--- config.mk ---
export PLATFORM = sky130hd
export DESIGN_NAME = des_subkey_gen
export DESIGN_NICKNAME = d
export VERILOG_FILES = /design/src/rtl/des_subkey_gen.sv
export SDC_FILE = /design/constraint.sdc
export NUM_CORES = 1
export LEC_CHECK = 0
export ABC_AREA = 1
export BUFFER_PORTS_ARGS = -buffer_cell sky130_fd_sc_hd__buf_2
export CAP_MARGIN = 10
export CORE_MARGIN = 4
export CORE_UTILIZATION = 39
export CTS_CLUSTER_SIZE = 10
export DETAILED_ROUTE_END_ITERATION = 16
export PLACE_DENSITY_LB_ADDON = 0.1
export SYNTH_ARGS = -nofsm -noshare
export SYNTH_HDL_FRONTEND = slang
export SYNTH_SLANG_ARGS = --single-unit
--- constraint.sdc ---
create_clock -name clk -period 2 [get_ports clk]
set_input_delay 0.2 -clock clk [delete_from_list [all_inputs] [get_ports clk]]
set_output_delay 0.2 -clock clk [all_outputs]
set_load 0.02 [all_outputs]
--- src/rtl/des_subkey_gen.sv ---
module des_subkey_gen (
  input  logic        clk,
  input  logic        rst_n,
  input  logic        load,
  input  logic        decrypt,
  input  logic [63:0] key_in,
  output logic [47:0] subkey,
  output logic [4:0]  round,
  output logic        key_valid,
  output logic        done
);

  localparam int HALF = 28;
  localparam int LAST = 16;

  localparam int SEL1 [56] = '{57,49,41,33,25,17, 9, 1,58,50,42,34,26,18,
                               10, 2,59,51,43,35,27,19,11, 3,60,52,44,36,
                               63,55,47,39,31,23,15, 7,62,54,46,38,30,22,
                               14, 6,61,53,45,37,29,21,13, 5,28,20,12, 4};
  localparam int SEL2 [48] = '{14,17,11,24, 1, 5, 3,28,15, 6,21,10,
                               23,19,12, 4,26, 8,16, 7,27,20,13, 2,
                               41,52,31,37,47,55,30,40,51,45,33,48,
                               44,49,39,56,34,53,46,42,50,36,29,32};

  function automatic logic [55:0] choose56(input logic [63:0] k);
    logic [55:0] o;
    for (int i = 0; i < 56; i++) o[55-i] = k[64-SEL1[i]];
    return o;
  endfunction

  function automatic logic [47:0] choose48(input logic [55:0] k);
    logic [47:0] o;
    for (int i = 0; i < 48; i++) o[47-i] = k[56-SEL2[i]];
    return o;
  endfunction

  function automatic logic [HALF-1:0] spin(input logic [HALF-1:0] x, input logic [1:0] n,
                                           input logic right);
    case ({right, n})
      3'b001:  return {x[HALF-2:0], x[HALF-1]};
      3'b010:  return {x[HALF-3:0], x[HALF-1:HALF-2]};
      3'b101:  return {x[0], x[HALF-1:1]};
      3'b110:  return {x[1:0], x[HALF-1:2]};
      default: return x;
    endcase
  endfunction

  logic [HALF-1:0] c_q, d_q;
  logic [47:0]     sub_q;
  logic [4:0]      rnd_q;
  logic            valid_q, mode_q;

  logic [55:0]     fresh;
  logic [HALF-1:0] c_base, d_base, c_nx, d_nx;
  logic [4:0]      nr;
  logic            mode_nx, short_step, advance;
  logic [1:0]      amt;

  assign fresh   = choose56(key_in);
  assign mode_nx = load ? decrypt : mode_q;
  assign c_base  = load ? fresh[55:28] : c_q;
  assign d_base  = load ? fresh[27:0]  : d_q;
  assign nr      = load ? 5'd1 : rnd_q + 5'd1;
  assign advance = load || (valid_q && rnd_q != 5'(LAST));

  assign short_step = (nr == 5'd1) || (nr == 5'd2) || (nr == 5'd9) || (nr == 5'd16);

  always_comb begin
    if (mode_nx && nr == 5'd1) amt = 2'd0;
    else if (short_step)       amt = 2'd1;
    else                       amt = 2'd2;
  end

  assign c_nx = spin(c_base, amt, mode_nx);
  assign d_nx = spin(d_base, amt, mode_nx);

  always_ff @(posedge clk or negedge rst_n) begin
    if (!rst_n) begin
      c_q     <= '0;
      d_q     <= '0;
      sub_q   <= '0;
      rnd_q   <= '0;
      valid_q <= 1'b0;
      mode_q  <= 1'b0;
    end else if (advance) begin
      c_q     <= c_nx;
      d_q     <= d_nx;
      sub_q   <= choose48({c_nx, d_nx});
      rnd_q   <= nr;
      valid_q <= 1'b1;
      mode_q  <= mode_nx;
    end else begin
      valid_q <= 1'b0;
    end
  end

  assign subkey    = sub_q;
  assign round     = rnd_q;
  assign key_valid = valid_q;
  assign done      = valid_q && (rnd_q == 5'(LAST));

  AST_LOAD_STARTS: assert property (@(posedge clk) disable iff (!rst_n)
    load |=> (key_valid && round == 5'd1));

  AST_ROUND_STEP: assert property (@(posedge clk) disable iff (!rst_n)
    (key_valid && !done && !load) |=> (key_valid && round == $past(round) + 5'd1));

  AST_DONE_LAST: assert property (@(posedge clk) disable iff (!rst_n)
    done |-> (key_valid && round == 5'(LAST)));

  AST_STOP_AFTER: assert property (@(posedge clk) disable iff (!rst_n)
    (done && !load) |=> !key_valid);

  AST_IDLE_HOLD: assert property (@(posedge clk) disable iff (!rst_n)
    (!key_valid && !load) |=> ($stable(subkey) && $stable(round) && !key_valid));

  AST_ROUND_RANGE: assert property (@(posedge clk) disable iff (!rst_n)
    key_valid |-> (round >= 5'd1 && round <= 5'(LAST)));

endmodule

## Word level (Yosys, flattened, before mapping)

Index checks and enable logic that the tools add are counted.

| word-level totals | value |
|---|---|
| register bits after elaboration | 111 |
| latch bits | 0 |
| memory bits (writable) | 0 |
| ROM bits | 0 |
| input bits | 68 |
| output and inout port bits | 55 |
| logic and storage cells | 33 |
| memories | 0 |

| cells by class | value |
|---|---|
| add/subtract/negate cells | 1 |
| multiply operators | 0 |
| div/mod/pow operators | 0 |
| magnitude comparators | 0 |
| equality and inequality tests | 10 |
| shift operators | 0 |
| multiplexer cells | 9 |
| bitwise logic cells | 0 |
| reduce and logical (&&, ||, !) cells | 7 |

Operator list:

| cell | number |
|---|---|
| 28-bit case mux with 4 select lines | 2 |
| 28-bit 2-to-1 mux | 2 |
| 5-bit == test, second input constant | 2 |
| 3-bit == test, second input constant | 2 |
| 5-bit by 1-bit adder with 5-bit output, second input constant | 1 |
| 5-bit by 1-bit == test with 1-bit output, second input constant | 1 |
| 5-bit by 2-bit == test with 1-bit output, second input constant | 1 |
| 5-bit by 4-bit == test with 1-bit output, second input constant | 1 |
| 5-bit 2-to-1 mux | 1 |
| 5-bit != test, second input constant | 1 |
| 1-bit logical OR | 4 |
| 2-bit 2-to-1 mux | 2 |
| 3-bit by 1-bit == test with 1-bit output, second input constant | 1 |
| 3-bit by 2-bit == test with 1-bit output, second input constant | 1 |
| 1-bit logical AND | 3 |
| 1-bit 2-to-1 mux | 2 |

## Logic depth before layout (Yosys ltp)

| logic depth | value |
|---|---|
| depth after elaboration | 10 |
| depth in mapped cells | 15 |
| depth with buffers taken out | 13 |

## Worst setup path after synthesis

Ideal clock, no wire load.

| timing path | value |
|---|---|
| path kind | reg2reg |
| from | register rnd_q[0], in the netlist round[0] |
| to | register c_q[12] |
| setup time | 0.121 ns |
| arrival time | 1.925 ns |
| data required time | 1.879 ns |
| slack | -0.046 ns |
| stages on the path, launching flop included | 15 |
| path buffers | 2 |
| period minus slack after synthesis | 2.046 ns |
| cell sequence | dfrtp_1 -> inv_1 -> ha_1 -> nand2_1 -> nand2_1 -> nor2_2 -> nand3_1 -> nand2_1 -> inv_2 -> buf_2 -> buf_2 -> nand3_1 -> nand3_1 -> o21bai_1 -> nand2_1 |

| on the way | value |
|---|---|
| cells in the longest elaborated chain, start to end | 10 |
| elaborated cells on any way between the ends | 20 |
| classes of those cells | add/sub: 1; eq/ne: 9; mux: 4; reduce/logical: 6 |

RTL lines:

| what | RTL line | RTL |
|---|---|---|
| from (decl) | 50 | `logic [4:0] rnd_q;` |
| from (signal assigned) | 89 | `rnd_q <= nr;` |
| 5-bit by 1-bit adder with 5-bit output | 63 | `assign nr = load ? 5'd1 : rnd_q + 5'd1;` |
| 5-bit 2-to-1 mux | 63 |  |
| 5-bit by 1-bit == test with 1-bit output or 5-bit by 2-bit == test with 1-bit output (tied branches) | 66, 69 |  |
| 1-bit logical OR (3 in series) | 66 | `assign short_step = (nr == 5'd1) \|\| (nr == 5'd2) \|\| (nr == 5'd9) \|\| (nr == 5'd16);` |
| 2-bit 2-to-1 mux | 70 | `else if (short_step) amt = 2'd1;` |
| 2-bit 2-to-1 mux | 69 | `if (mode_nx && nr == 5'd1) amt = 2'd0;` |
| 3-bit == test, or another cell as far along | 39 | `case ({right, n})` |
| 28-bit case mux with 4 select lines | 39 |  |
| to (signal assigned) | 86 | `c_q <= c_nx;` |
| to (decl) | 48 | `logic [HALF-1:0] c_q, d_q;` |

Parallel ways exist; a longest one is shown, timed or not.
A chain may end at the register's enable or synchronous reset.

## Worst setup path after layout

Same ends and word-level chain as after synthesis.

==> metrics.cfg <==
[global_routing]
busiest_layer = met1
grt_pass1_vias = 5885
grt_use_met2_pct = 30.2
grtUsageTotal_pct = 20.6
grtUsageMet1_pct = 31.5
antenna_found_initial = 0
grt_max_degree = 113
overflow = 0
grt_pass1_wl_mm = 31.1
gr-usage-met3_pct = 3.90

[clock_tree]
worstSkewPairLatency_ns = 0.34
clk_pin_slew_worst_paths_ns = 0.05
cts_tree = yes
clock-sinks = 63
cts_root_buf = clkbuf_16
clk_path_buf_depth = 2
cts_made_buffers = 9
ctsHtreeMaxLevel = 3

[placement]
routabilityCongestion = 0.803
place_ws_ns = -0.0574
dp_hpwl_mm = 12.0
io_buffers = 114

[cells_and_area]
areaGrowthSynthToFinish_pct = 19.3
diodes = 0
regArea_mm2 = 0.00158
drive_gt1_share_pct = 20.7
fillers = 1637
multi_input_area_mm2 = 0.00390
utilization_pct = 47.9
nets = 1099

[timing]
setup_slack_ns = -0.00682
fmax_ghz = 0.498
finClkSkew_ns = 0.00530
period_share_pct = 100
finalHoldViolCount = 0
max_slew.worst_pin.slew_ns = 0.483
period_needed_ns = 2.01
rsz0062_at_grt = true
setup_viol = 3
maxSlewHeadroom_pct = 67.8
final_max_slew_viol_count = 0

[critical_path]
max_stage_delay_ns = 0.43
reg2reg_from = round[0]
start_kind = register
r2r_slack_ns = -0.007
path_cells = inv_2 -> ha_4 -> nand2_2 -> nand2_2 -> nor2_4 -> buf_12 -> nand3_2 -> nand2_4 -> inv_8 -> buf_12 -> nand3_1 -> nand3_1 -> o21bai_1 -> nand2_1
critPathArrivalTime_ns = 2.23
critPathKind = reg2reg
r2r_cells = 14
end_kind = register
path_buf_inv = 4
r2r-end = c_q[12]
worstPathMaxFanout = 8
cp.required_ns = 2.22
slowest_stage = dfrtp_2
cpLargestDelayFamily = simple AND/OR/NAND/NOR gates

[status]
violations = setup timing
run_status = finished with violations

[logic_synthesis]
syn_area_per_cell_um2 = 6.20
yosysMostFrequentCell = nand2_1
synthCells = 995
synth_enable_flop_cells = 0
synth.top_cell.area_share_pct = 25.5
synthArstFlopShare_pct = 100
ys_warn_count = 0
netlist_area_mm2 = 0.00617
ys_ff_latch = 63
synth.largest_area_cell = dfrtp_1
syn-num-nets = 1065
synthTopCellsByCount = nand2_1, nand3_1, nand4_1, dfrtp_1, o21ai_0
yosysSeqAreaShare_pct = 25.5
synth_ff_type = dfrtp_1
yosysUniqueCellTypes = 19
synthTopCellsByArea = dfrtp_1, nand2_1, nand3_1, nand4_1, buf_4

[drt]
via_count = 6869
post_drt_wl_per_cell_um = 15.7
drt_wl_total_mm = 19.5
drt-pass1-iter-count = 5
via_per_inst = 5.54
drc = 0
ant_nets = 0
drtIter0Drc = 716

[floorplan]
die_area_mm2 = 0.0179
dieWidth_um = 134
start_util_pct = 40.2
die_h_um = 134
io_pins = 123
rows = 45
core_mm2 = 0.0154

[min_path]
whs_path_depth = 6
min_from = load
hold_class = in2reg
whs_endpoint = round[2]

[power_and_ir_drop]
total_power_w = 0.00667
power.static_leakage_nw = 3.75
ir_worst_vdd_v = 0.000451
cellPowerDensity_mw_per_mm2 = 906

[job]
timing.max_cap.violations = 0

[worst max-delay path by stage]
stage          startpoint      end  slack, ns  depth (start not counted)
2_1_floorplan    round[0]   c_q[0]       0.03                         15
3_3_place_gp     round[0]  d_q[22]      -0.03                         11
3_5_place_dp     round[0]   c_q[7]      -0.06                         11
4_1_cts          round[0]   c_q[4]      0.003                         12
5_1_grt          round[0]  c_q[12]      -0.13                         14
6_report         round[0]  c_q[12]     -0.007                         14
[per-layer routing]
layer / wire length [um] / up-vias
met5: 0 / -
met4: 136 / 0
met3: 1080 / 10
met2: 8570 / 232
met1: 9730 / 3175
li1: - / 3452
[sequential cells by signal, summed over array words and instances (netlist names)]
name and flops:
c_q 27, d_q 27, round 5, subkey 2, key_valid 1, mode_q 1
[tightest hold or removal path, stage by stage]
cell     delay, ns
buf_2         0.09
inv_2         0.09
nand2_2       0.09
nor2_2        0.03
nand2_1       0.05
o21ai_0       0.06
[stage by stage]
stage | cell area, um^2 | TNS [ns] | instances | hold WS [ns]
after floorplan | 6180 | 0 | 995 | -0.0956
after global placement | 6770 | -0.502 | 1217 | 0.254
after detailed placement | 6770 | -0.798 | 1217 | 0.253
after CTS | 7050 | 0 | 1229 | 0.323
after global routing | 7370 | -5.29 | 1240 | 0.390
final | 7370 | -0.0126 | 1240 | 0.332
[layout make-up]
class	count	share of cell area, %
Multi-Input combinational cell	774	52.9
Sequential cell	63	21.4
Timing Repair Buffer	168	18.2
Tap cell	211	3.58
Clock buffer	11	3.16
Inverter	13	0.764
[where the power goes]
| part | leakage (nW) | switching, W | internal, W |
|---|---|---|---|
| logic | 2.88 | 0.00211 | 0.00124 |
| clock network | 0.113 | 0.000558 | 0.000804 |
| registers | 0.761 | 0.000303 | 0.00165 |
| total | 3.75 | 0.00297 | 0.00370 |
[logic make-up (layout without fill, tap and decap cells)]
kind of cell | count (synthesis) | count (layout) | share of synthesized area (%)
buf+inv | 158 | 192 | 13.9
compound gates | 118 | 118 | 11.9
simple gates | 654 | 654 | 48.2
flops | 63 | 63 | 25.5
fa+ha+maj | 2 | 2 | 0.405
[placed cells by master (no fill, tap or decap), types with 2 or more instances in the layout]
| master | n |
|---|---|
| nand2_1 | 349 |
| nor2_2 | 2 |
| clkbuf_1 | 2 |
| buf_2 | 114 |
| nand2_2 | 4 |
| nand4_1 | 117 |
| buf_4 | 21 |
| o21bai_1 | 54 |
| o21ai_2 | 2 |
| buf_6 | 7 |
| o21ai_1 | 16 |
| nand3_2 | 9 |
| nand2_8 | 2 |
| inv_2 | 7 |
| inv_1 | 5 |
| o21bai_2 | 2 |
| dfrtp_2 | 2 |
| o21ai_0 | 43 |
| dfrtp_1 | 61 |
| clkbuf_16 | 14 |
| buf_12 | 19 |
| nor2_1 | 2 |
| nand3_1 | 165 |
| ha_4 | 2 |
[timing repair]
item | in CTS | in global routing
resized for setup | 9 | 50
pin swaps | 2 | 24
hold buffers | 1 | 0
endpoints found under the hold margin | 63 | 0
setup endpoints to repair | 55 | 56
cloned | 0 | 6
buffers inserted | 0 | 5
No activity file was read; power rests on OpenSTA's default activity.
